[config.mk]
export PLATFORM = sky130hd
export DESIGN_NAME = uart_frame_tx
export DESIGN_NICKNAME = d
export VERILOG_FILES = /design/src/rtl/uart_tx_pkg.sv /design/src/rtl/tx_hold_fifo.sv /design/src/rtl/tx_frame_shifter.sv /design/src/rtl/uart_frame_tx.sv
export SDC_FILE = /design/constraint.sdc
export NUM_CORES = 1
export LEC_CHECK = 0
export CAP_MARGIN = 30
export CORE_ASPECT_RATIO = 1.4
export CORE_UTILIZATION = 33
export DETAILED_ROUTE_END_ITERATION = 8
export HOLD_SLACK_MARGIN = 0.1
export SYNTH_ARGS = -nofsm -noshare
export SYNTH_HDL_FRONTEND = slang
export SYNTH_HIERARCHICAL = 1
export SYNTH_SLANG_ARGS = --single-unit
[constraint.sdc]
create_clock -name clk -period 8.4 [get_ports clk]
set_input_delay 2.52 -clock clk [delete_from_list [all_inputs] [get_ports clk]]
set_output_delay 2.52 -clock clk [all_outputs]
set_load 0.1 [all_outputs]
[src/rtl/uart_tx_pkg.sv]
package uart_tx_pkg;

    typedef enum logic [2:0] {
        ST_IDLE,
        ST_START,
        ST_DATA,
        ST_PAR,
        ST_STOP
    } tx_state_e;

    typedef struct packed {
        logic [1:0] wsel;
        logic       long_stop;
        logic       par_on;
        logic       par_even;
        logic       par_stick;
    } tx_fmt_t;

    function automatic tx_fmt_t fmt_decode(input logic [5:0] ctl);
        tx_fmt_t f;
        f.wsel      = ctl[1:0];
        f.long_stop = ctl[2];
        f.par_on    = ctl[3];
        f.par_even  = ctl[4];
        f.par_stick = ctl[5];
        return f;
    endfunction

    function automatic logic [3:0] word_bits(input logic [1:0] wsel);
        return 4'd5 + {2'b00, wsel};
    endfunction

    function automatic logic [7:0] word_mask(input logic [1:0] wsel);
        return 8'hFF >> (2'd3 - wsel);
    endfunction

endpackage

[src/rtl/tx_hold_fifo.sv]
module tx_hold_fifo #(
    parameter int DEPTH = 32,
    parameter int DW    = 8
) (
    input  logic          clk,
    input  logic          rst_n,
    input  logic          fifo_mode,
    input  logic          wr_en,
    input  logic [DW-1:0] wr_data,
    input  logic          pop,
    output logic [DW-1:0] rd_data,
    output logic          empty
);
    localparam int AW = $clog2(DEPTH);
    localparam int CW = AW + 1;

    typedef struct packed {
        logic [AW-1:0] wr;
        logic [AW-1:0] rd;
        logic [CW-1:0] cnt;
    } fifo_st_t;

    fifo_st_t q, d;
    logic [DW-1:0] mem [DEPTH];
    logic [CW-1:0] cap;
    logic          accept;
    logic          do_pop;

    assign cap     = fifo_mode ? CW'(DEPTH) : CW'(1);
    assign accept  = wr_en && (q.cnt < cap);
    assign do_pop  = pop && (q.cnt != '0);
    assign empty   = (q.cnt == '0);
    assign rd_data = mem[q.rd];

    always_comb begin
        d = q;
        if (accept) begin
            d.wr = (q.wr == AW'(DEPTH - 1)) ? '0 : q.wr + 1'b1;
        end
        if (do_pop) begin
            d.rd = (q.rd == AW'(DEPTH - 1)) ? '0 : q.rd + 1'b1;
        end
        case ({accept, do_pop})
            2'b10:   d.cnt = q.cnt + 1'b1;
            2'b01:   d.cnt = q.cnt - 1'b1;
            default: d.cnt = q.cnt;
        endcase
    end

    always_ff @(posedge clk or negedge rst_n) begin
        if (!rst_n) begin
            q <= '0;
        end else begin
            q <= d;
        end
    end

    always_ff @(posedge clk) begin
        if (accept) begin
            mem[q.wr] <= wr_data;
        end
    end


    full_drop_chk: assert property (@(posedge clk) disable iff (!rst_n)
        (wr_en && (q.cnt >= cap) && !pop) |=> $stable(q.cnt));


    wr_clear_chk: assert property (@(posedge clk) disable iff (!rst_n)
        (wr_en && (q.cnt < cap)) |=> !empty);

endmodule

[src/rtl/tx_frame_shifter.sv]
module tx_frame_shifter
    import uart_tx_pkg::*;
#(
    parameter int OVS = 16
) (
    input  logic    clk,
    input  logic    rst_n,
    input  logic    baud_tick,
    input  tx_fmt_t fmt_in,
    input  logic    load,
    input  logic [7:0] load_data,
    output logic    idle,
    output logic    line
);
    localparam int TW = $clog2(2 * OVS);

    typedef struct packed {
        tx_state_e  st;
        logic [TW-1:0] tick;
        logic [2:0] idx;
        logic [7:0] shreg;
        logic       par_bit;
        tx_fmt_t    fmt;
    } sh_st_t;

    sh_st_t q, d;
    logic [TW-1:0] stop_last;
    logic [TW-1:0] bit_last;
    logic [TW-1:0] cur_last;
    logic [3:0]    nbits;
    logic [7:0]    masked;
    logic          ones_odd;
    logic          new_par;

    always_comb begin
        masked   = load_data & word_mask(fmt_in.wsel);
        ones_odd = ^masked;
        if (fmt_in.par_stick) begin
            new_par = ~fmt_in.par_even;
        end else if (fmt_in.par_even) begin
            new_par = ones_odd;
        end else begin
            new_par = ~ones_odd;
        end
    end

    always_comb begin
        nbits    = word_bits(q.fmt.wsel);
        bit_last = TW'(OVS - 1);
        if (!q.fmt.long_stop) begin
            stop_last = TW'(OVS - 1);
        end else if (q.fmt.wsel == 2'd0) begin
            stop_last = TW'((OVS * 3) / 2 - 1);
        end else begin
            stop_last = TW'(2 * OVS - 1);
        end
        cur_last = (q.st == ST_STOP) ? stop_last : bit_last;
    end

    always_comb begin
        d = q;
        if (q.st == ST_IDLE) begin
            if (load) begin
                d.st      = ST_START;
                d.tick    = '0;
                d.idx     = '0;
                d.shreg   = load_data;
                d.fmt     = fmt_in;
                d.par_bit = new_par;
            end
        end else if (baud_tick) begin
            if (q.tick != cur_last) begin
                d.tick = q.tick + 1'b1;
            end else begin
                d.tick = '0;
                unique case (q.st)
                    ST_START: d.st = ST_DATA;
                    ST_DATA: begin
                        d.shreg = q.shreg >> 1;
                        d.idx   = q.idx + 1'b1;
                        if ({1'b0, q.idx} == nbits - 4'd1) begin
                            d.st = q.fmt.par_on ? ST_PAR : ST_STOP;
                        end
                    end
                    ST_PAR:  d.st = ST_STOP;
                    ST_STOP: d.st = ST_IDLE;
                    default: d.st = ST_IDLE;
                endcase
            end
        end
    end

    always_ff @(posedge clk or negedge rst_n) begin
        if (!rst_n) begin
            q <= '{st: ST_IDLE, tick: '0, idx: '0, shreg: '0, par_bit: 1'b0, fmt: '0};
        end else begin
            q <= d;
        end
    end

    always_comb begin
        unique case (q.st)
            ST_START: line = 1'b0;
            ST_DATA:  line = q.shreg[0];
            ST_PAR:   line = q.par_bit;
            default:  line = 1'b1;
        endcase
    end

    assign idle = (q.st == ST_IDLE);


    tick_hold_chk: assert property (@(posedge clk) disable iff (!rst_n)
        (!baud_tick && q.st != ST_IDLE) |=> $stable(q.tick));


    data_idx_chk: assert property (@(posedge clk) disable iff (!rst_n)
        (q.st == ST_DATA) |-> ({1'b0, q.idx} < word_bits(q.fmt.wsel)));


    fmt_hold_chk: assert property (@(posedge clk) disable iff (!rst_n)
        (q.st != ST_IDLE) |=> (q.st == ST_IDLE || $stable(q.fmt)));

endmodule

[src/rtl/uart_frame_tx.sv]
module uart_frame_tx
    import uart_tx_pkg::*;
#(
    parameter int DEPTH = 32,
    parameter int OVS   = 16
) (
    input  logic       clk,
    input  logic       rst_n,
    input  logic       baud_tick,
    input  logic [6:0] line_ctrl,
    input  logic       fifo_mode,
    input  logic       wr_en,
    input  logic [7:0] wr_data,
    output logic       tx_out,
    output logic       hold_empty,
    output logic       all_empty
);
    logic       fifo_empty;
    logic [7:0] head_data;
    logic       sh_idle;
    logic       sh_line;
    logic       move;
    tx_fmt_t    fmt_now;

    assign fmt_now = fmt_decode(line_ctrl[5:0]);
    assign move    = sh_idle && !fifo_empty;

    tx_hold_fifo #(
        .DEPTH (DEPTH),
        .DW    (8)
    ) hold_i (
        .clk       (clk),
        .rst_n     (rst_n),
        .fifo_mode (fifo_mode),
        .wr_en     (wr_en),
        .wr_data   (wr_data),
        .pop       (move),
        .rd_data   (head_data),
        .empty     (fifo_empty)
    );

    tx_frame_shifter #(
        .OVS (OVS)
    ) shift_i (
        .clk       (clk),
        .rst_n     (rst_n),
        .baud_tick (baud_tick),
        .fmt_in    (fmt_now),
        .load      (move),
        .load_data (head_data),
        .idle      (sh_idle),
        .line      (sh_line)
    );

    assign tx_out     = sh_line & ~line_ctrl[6];
    assign hold_empty = fifo_empty;
    assign all_empty  = fifo_empty & sh_idle;


    load_now_chk: assert property (@(posedge clk) disable iff (!rst_n)
        (!fifo_empty && sh_idle) |=> !sh_idle);


    busy_line_chk: assert property (@(posedge clk) disable iff (!rst_n)
        (all_empty && !line_ctrl[6]) |-> tx_out);

endmodule

* Word-level counts from Yosys, hierarchy flattened *
Memories as Yosys holds them, arrays and structs flattened.
Cells that the tools add are included.
Widths: inputs -> output; s select.

operators by class
  shift operators = 1
  reduce and logical (&&, ||, !) cells = 16
  bitwise gates (word level) = 6
  eq/ne operators = 13
  multiplexer cells = 22
  add/subtract/negate cells = 9
  $lt $le $gt $ge = 1

operators by type and width
  kind                 count
  $mux 19              2
  $mux 26              1
  $mux 5               5
  $mux 11              2
  $add 5x1->5 const B  3
  $pmux 6 s2           1
  $eq 5x5->1 const B   2
  $mux 3               3
  $pmux 3 s3           1
  $and 8x8->8          1
  $reduce_and 4->1     2
  $reduce_xor 8->1     1
  $shr 8x2->8 const A  1
  $add 6x1->6 const B  1
  $eq 3x2->1 const B   2
  $logic_not 6->1      1
  $lt 6x6->1           1
  $mux 6               1
  $reduce_bool 2->1    3
  $reduce_bool 6->1    1
  $sub 6x1->6 const B  1
  $ne 5x5->1           1
  $add 3x2->4 const A  1
  $eq 3x4->1           1
  other kinds (20)     29

word-level totals
  bits in writable memories = 256
  logic and storage cells = 82
  output and inout bits = 3
  memories = 1
  register bits after elaboration = 42

memory list
  name        words  bits a word  read ports  clocked after Yosys merged registers in  write ports  RTL line            source
  hold_i.mem  32     8            1           0                                        1            tx_hold_fifo.sv:24  logic [DW-1:0] mem [DEPTH];

* Logic depth before layout (Yosys ltp) *
  word-level depth = 9
  depth in mapped cells = 15
  depth with buffers taken out = 12

* Modules after synthesis *
Netlist, hierarchy kept.

modules (own cells, without submodules)
  module            cells each  instances  area an instance (um^2)  seq. area each (um^2)
  tx_hold_fifo      582         1          11006.8                  8087.8
  tx_frame_shifter  162         1          1472.7                   600.6
  uart_frame_tx     3           1          22.5                     0.0

* Worst setup path before layout *
Ideal clock, no wire load.

  path kind = reg2out
  from = register hold_i/q[1] in the netlist's numbering
  to = output all_empty
  arrival time = 3.878 ns
  slack = 2.002 ns
  cell stages (with the launch flop) = 4
  data required time = 5.880 ns
  cell sequence = dfrtp_1 -> or4_1 -> nor3_1 -> and2_2

between the ends
  cells in the longest elaborated chain, start to end = 2

ends and longest elaborated chain
  item                    RTL line             source
  from (decl)             tx_hold_fifo.sv:23   fifo_st_t q, d;
  from (signal assigned)  tx_hold_fifo.sv:52   q <= '0;
  from (signal assigned)  tx_hold_fifo.sv:54   q <= d;
  $logic_not 6->1         tx_hold_fifo.sv:32   assign empty = (q.cnt == '0);
  named net hold_empty    uart_frame_tx.sv:15  output logic hold_empty,
  $and 1x1->1             uart_frame_tx.sv:57  assign all_empty = fifo_empty & sh_idle;
  to (decl)               uart_frame_tx.sv:16  output logic all_empty

The timed path passes the listed nets, and every way through them passes these cells.

* Worst setup path after layout *
  from = input line_ctrl[6]
  to = output tx_out

between the ends
  cells in the longest elaborated chain, start to end = 2

ends and longest elaborated chain
  item         RTL line             source
  from (decl)  uart_frame_tx.sv:10  input logic [6:0] line_ctrl,
  $not 1->1    uart_frame_tx.sv:55  assign tx_out = sh_line & ~line_ctrl[6];
  $and 1x1->1  uart_frame_tx.sv:55
  to (decl)    uart_frame_tx.sv:14  output logic tx_out,

Every way passes these cells.

==> qor.yml <==
clocking:
  clock_latency_ns: 0.55
  cts_resized: 0
  cts.clk_slew.worst_paths_ns: 0.07
  cts_tree: "yes"
  ctsHoldBuffers: 0
  cts_root_buffer: "clkbuf_16"
  clock-sinks: 296
  post-cts-setup-buffers: 0
  cts.path.max_buffers: 3
  cts_inserted_buffers: 27
  cts_max_level: 1
setup_path:
  required_ns: 5.88
  cpPeakStageDelay_ns: 1.14
  cp.arrival_ns: 4.16
  reg2reg_to: "shift_i/q[6]"
  crit_path_end_kind: "output port"
  r2r_slack_ns: 4.03
  critPathSlowestCell: "clkdlybuf4s50_1"
  crit_type: "input pin to output port"
  cpMostUsedCell: "clkdlybuf4s50_1"
  ff2ff_path_depth: 10
  cp-start-kind: "input pin"
  cp_cell_sequence: "clkdlybuf4s50_1 > nor2b_1 > clkdlybuf4s50_1"
  worst_r2r_startpoint: "hold_i/q[6]"
  critPathMaxFanout: 1
synth:
  yosysMostFrequentCell: "edfxtp_1"
  yosysWarnings: 6
  synth_edf_count: 256
  synth_area_sq_um: 12500
  synth_ff_type: "edfxtp_1"
  synth_cell_types: 74
  yosysSeqAreaShare: 0.695
  synthArstFlopShare: 0.135
  synthTopCellsByArea: "edfxtp_1 (61%), dfrtp_1 (8.0%), mux4_2 (7.9%), mux2i_1 (2.7%), nand2_1 (1.6%)"
  netlist_top_cells_count: "edfxtp_1 (256), nand2_1 (52), nor2_1 (48)"
  ys_ff_latch: 296
  syn-num-nets: 783
  synth_top_area_share: 0.615
  yosys.area.top_type: "edfxtp_1"
  synthCells: 747
  syn_area_per_cell_sq_um: 16.7
worst_hold_path:
  hp-start: "shift_i/q[3]"
  hold_depth: 2
  hp-class: "register to register"
  holdPathEnd: "shift_i/q[3]"
floorplan:
  start_util: 0.334
  die_w_um: 167
  fp-row-count: 84
  core_area_sq_um: 37400
  die_area_sq_um: 38700
  io_pins: 23
  die_h_um: 232
cells_and_area:
  diodes: 0
  final_cell_area_sq_um: 14300
  layout.nets: 812
  areaGrowthSynthToFinish_pct: 14.4
  num-fill-cells: 3434
  post_route_cells_drive_above_1_share: 0.167
grt:
  grt_pass1_vias: 6858
  grt_usage: 0.143
  grt_first_pass_wirelength_um: 41800
  grt_max_degree: 50
  grt-ovfl-total: 0
  antenna_found_initial: 0
job:
  drv_cap: 0
power_and_ir_drop:
  power.density_nw_per_um2: 332
  combinationalPowerShare: 0.309
  irDropWorstVdd_uv: 195
  pwr-share-seq: 0.394
  p_sw_frac: 0.323
  p_clk_frac: 0.298
  power_leakage_uw: 0.00479
  p_switching_uw: 1530
  p_int_uw: 3210
route:
  via_per_inst: 5.21
  drtIter0Drc: 599
  wire_per_inst_um: 21.4
  drc: 3
  dr.pass1.iters: 6
  ant_nets: 0
  routed_wl_um: 27100
  routed-via-count: 6606
timing:
  tightest_slew_ns: 0.979
  finalMaxSlewViolations: 0
  fin_crit_sh: 0.795
  rsz0062_at_grt: "no"
  fin_worst_skew_ns: 0.00930
  min_period_ns: 6.68
  finalHoldViolCount: 0
  fmax_mhz: 150
  maxSlewHeadroom: 0.343
  fin_setup_tns_ns: 0
  setup_viol: 0
place:
  placed_cell_area_sq_um: 13300
  hpwlAfterDp_um: 17600
  gp_congestion: 0.776
  io_buffer_count: 22
run_status:
  violations: "DRC"
  status: "finished with violations"
[worst max-delay path by stage]
stage	end	slack [ns]	start
finish	tx_out	1.72	line_ctrl[6]
global route	tx_out	1.68	line_ctrl[6]
global placement	tx_out	1.69	line_ctrl[6]
floorplan	all_empty	2.00	hold_i/q[1]
detailed placement	tx_out	1.71	line_ctrl[6]
CTS	tx_out	1.72	line_ctrl[6]
[sequential cells by signal (all words and copies together), names as in the netlist]
| signal | flops |
|---|---|
| hold_i/q | 16 |
| hold_i/mem | 256 |
| shift_i/q | 24 |
[per-layer routing]
| metal | vias up | global-route usage | routed length, um |
|---|---|---|---|
| li1 | 3012 | - | - |
| met1 | 3426 | 0.166 | 10600 |
| met2 | 133 | 0.269 | 14800 |
| met3 | 35 | 0.0182 | 1030 |
| met4 | 0 | 0.0506 | 710 |
| met5 | - | 0 | 0 |
[area by class of cell]
cell class                      instances  area (sq um)  share of cell area
Clock inverter                         20           345              0.0241
Clock buffer                           29           683              0.0478
Multi-Input combinational cell        397          3530               0.247
Timing Repair Buffer                   38           395              0.0276
Tap cell                              473           592              0.0414
Sequential cell                       296          8690               0.608
Inverter                               16          60.1             0.00420
[power by group through the flow]
stage,Combinational [uW],Sequential [uW],Clock (uW)
after detailed placement,1480,1900,0
after CTS,1490,1870,1440
after global routing,1600,1890,1490
after floorplan,1180,1790,0
after global placement,1460,1900,0
final,1460,1870,1410
[cells by family after synthesis]
kind of cell	share of synthesized area
multiplexers	0.124
flip-flops	0.695
XOR/XNOR	0.00741
AND/OR/NAND/NOR	0.0677
buffers and inverters	0.0225
adder cells (fa/ha/maj)	0.0166
AO/OA/AOI/OAI	0.0667
[layout by cell type (no fill, tap or decap), drive strengths merged, types with 5 or more instances in the layout]
cell type      count
a2111oi            8
a21oi             19
a22o               9
a22oi             10
buf               17
bufinv             9
clkbuf            29
clkdlybuf4s50     21
clkinv             6
dfrtp             40
edfxtp           256
ha                15
inv               17
mux2              10
mux2i             34
mux4              48
nand2             52
nand2b             5
nand3             15
nand3b             5
nor2              48
nor2b              5
o21ai             20
o221ai             8
o22ai              8
o31ai              6
xnor2              6
[worst max-delay path, delay by kind of cell]
| kind | cells | cell delay [ns] |
|---|---|---|
| simple gates | 1 | 0.10 |
| buf+inv | 2 | 1.53 |
[through the flow]
| stage | power (uW) | util | hold WS (ns) | setup WS [ns] | std cells |
|---|---|---|---|---|---|
| global placement | 3360 | 0.352 | 0.466 | 1.69 | 1216 |
| global route | 4980 | 0.382 | 0.503 | 1.68 | 1269 |
| detailed placement | 3380 | 0.354 | 0.470 | 1.71 | 1219 |
| finish | 4740 | 0.382 | 0.485 | 1.72 | 1269 |
| floorplan | 2970 | - | 0.438 | 2.00 | 747 |
| CTS | 4800 | 0.382 | 0.485 | 1.72 | 1268 |
(Power assumes the default switching activity.)
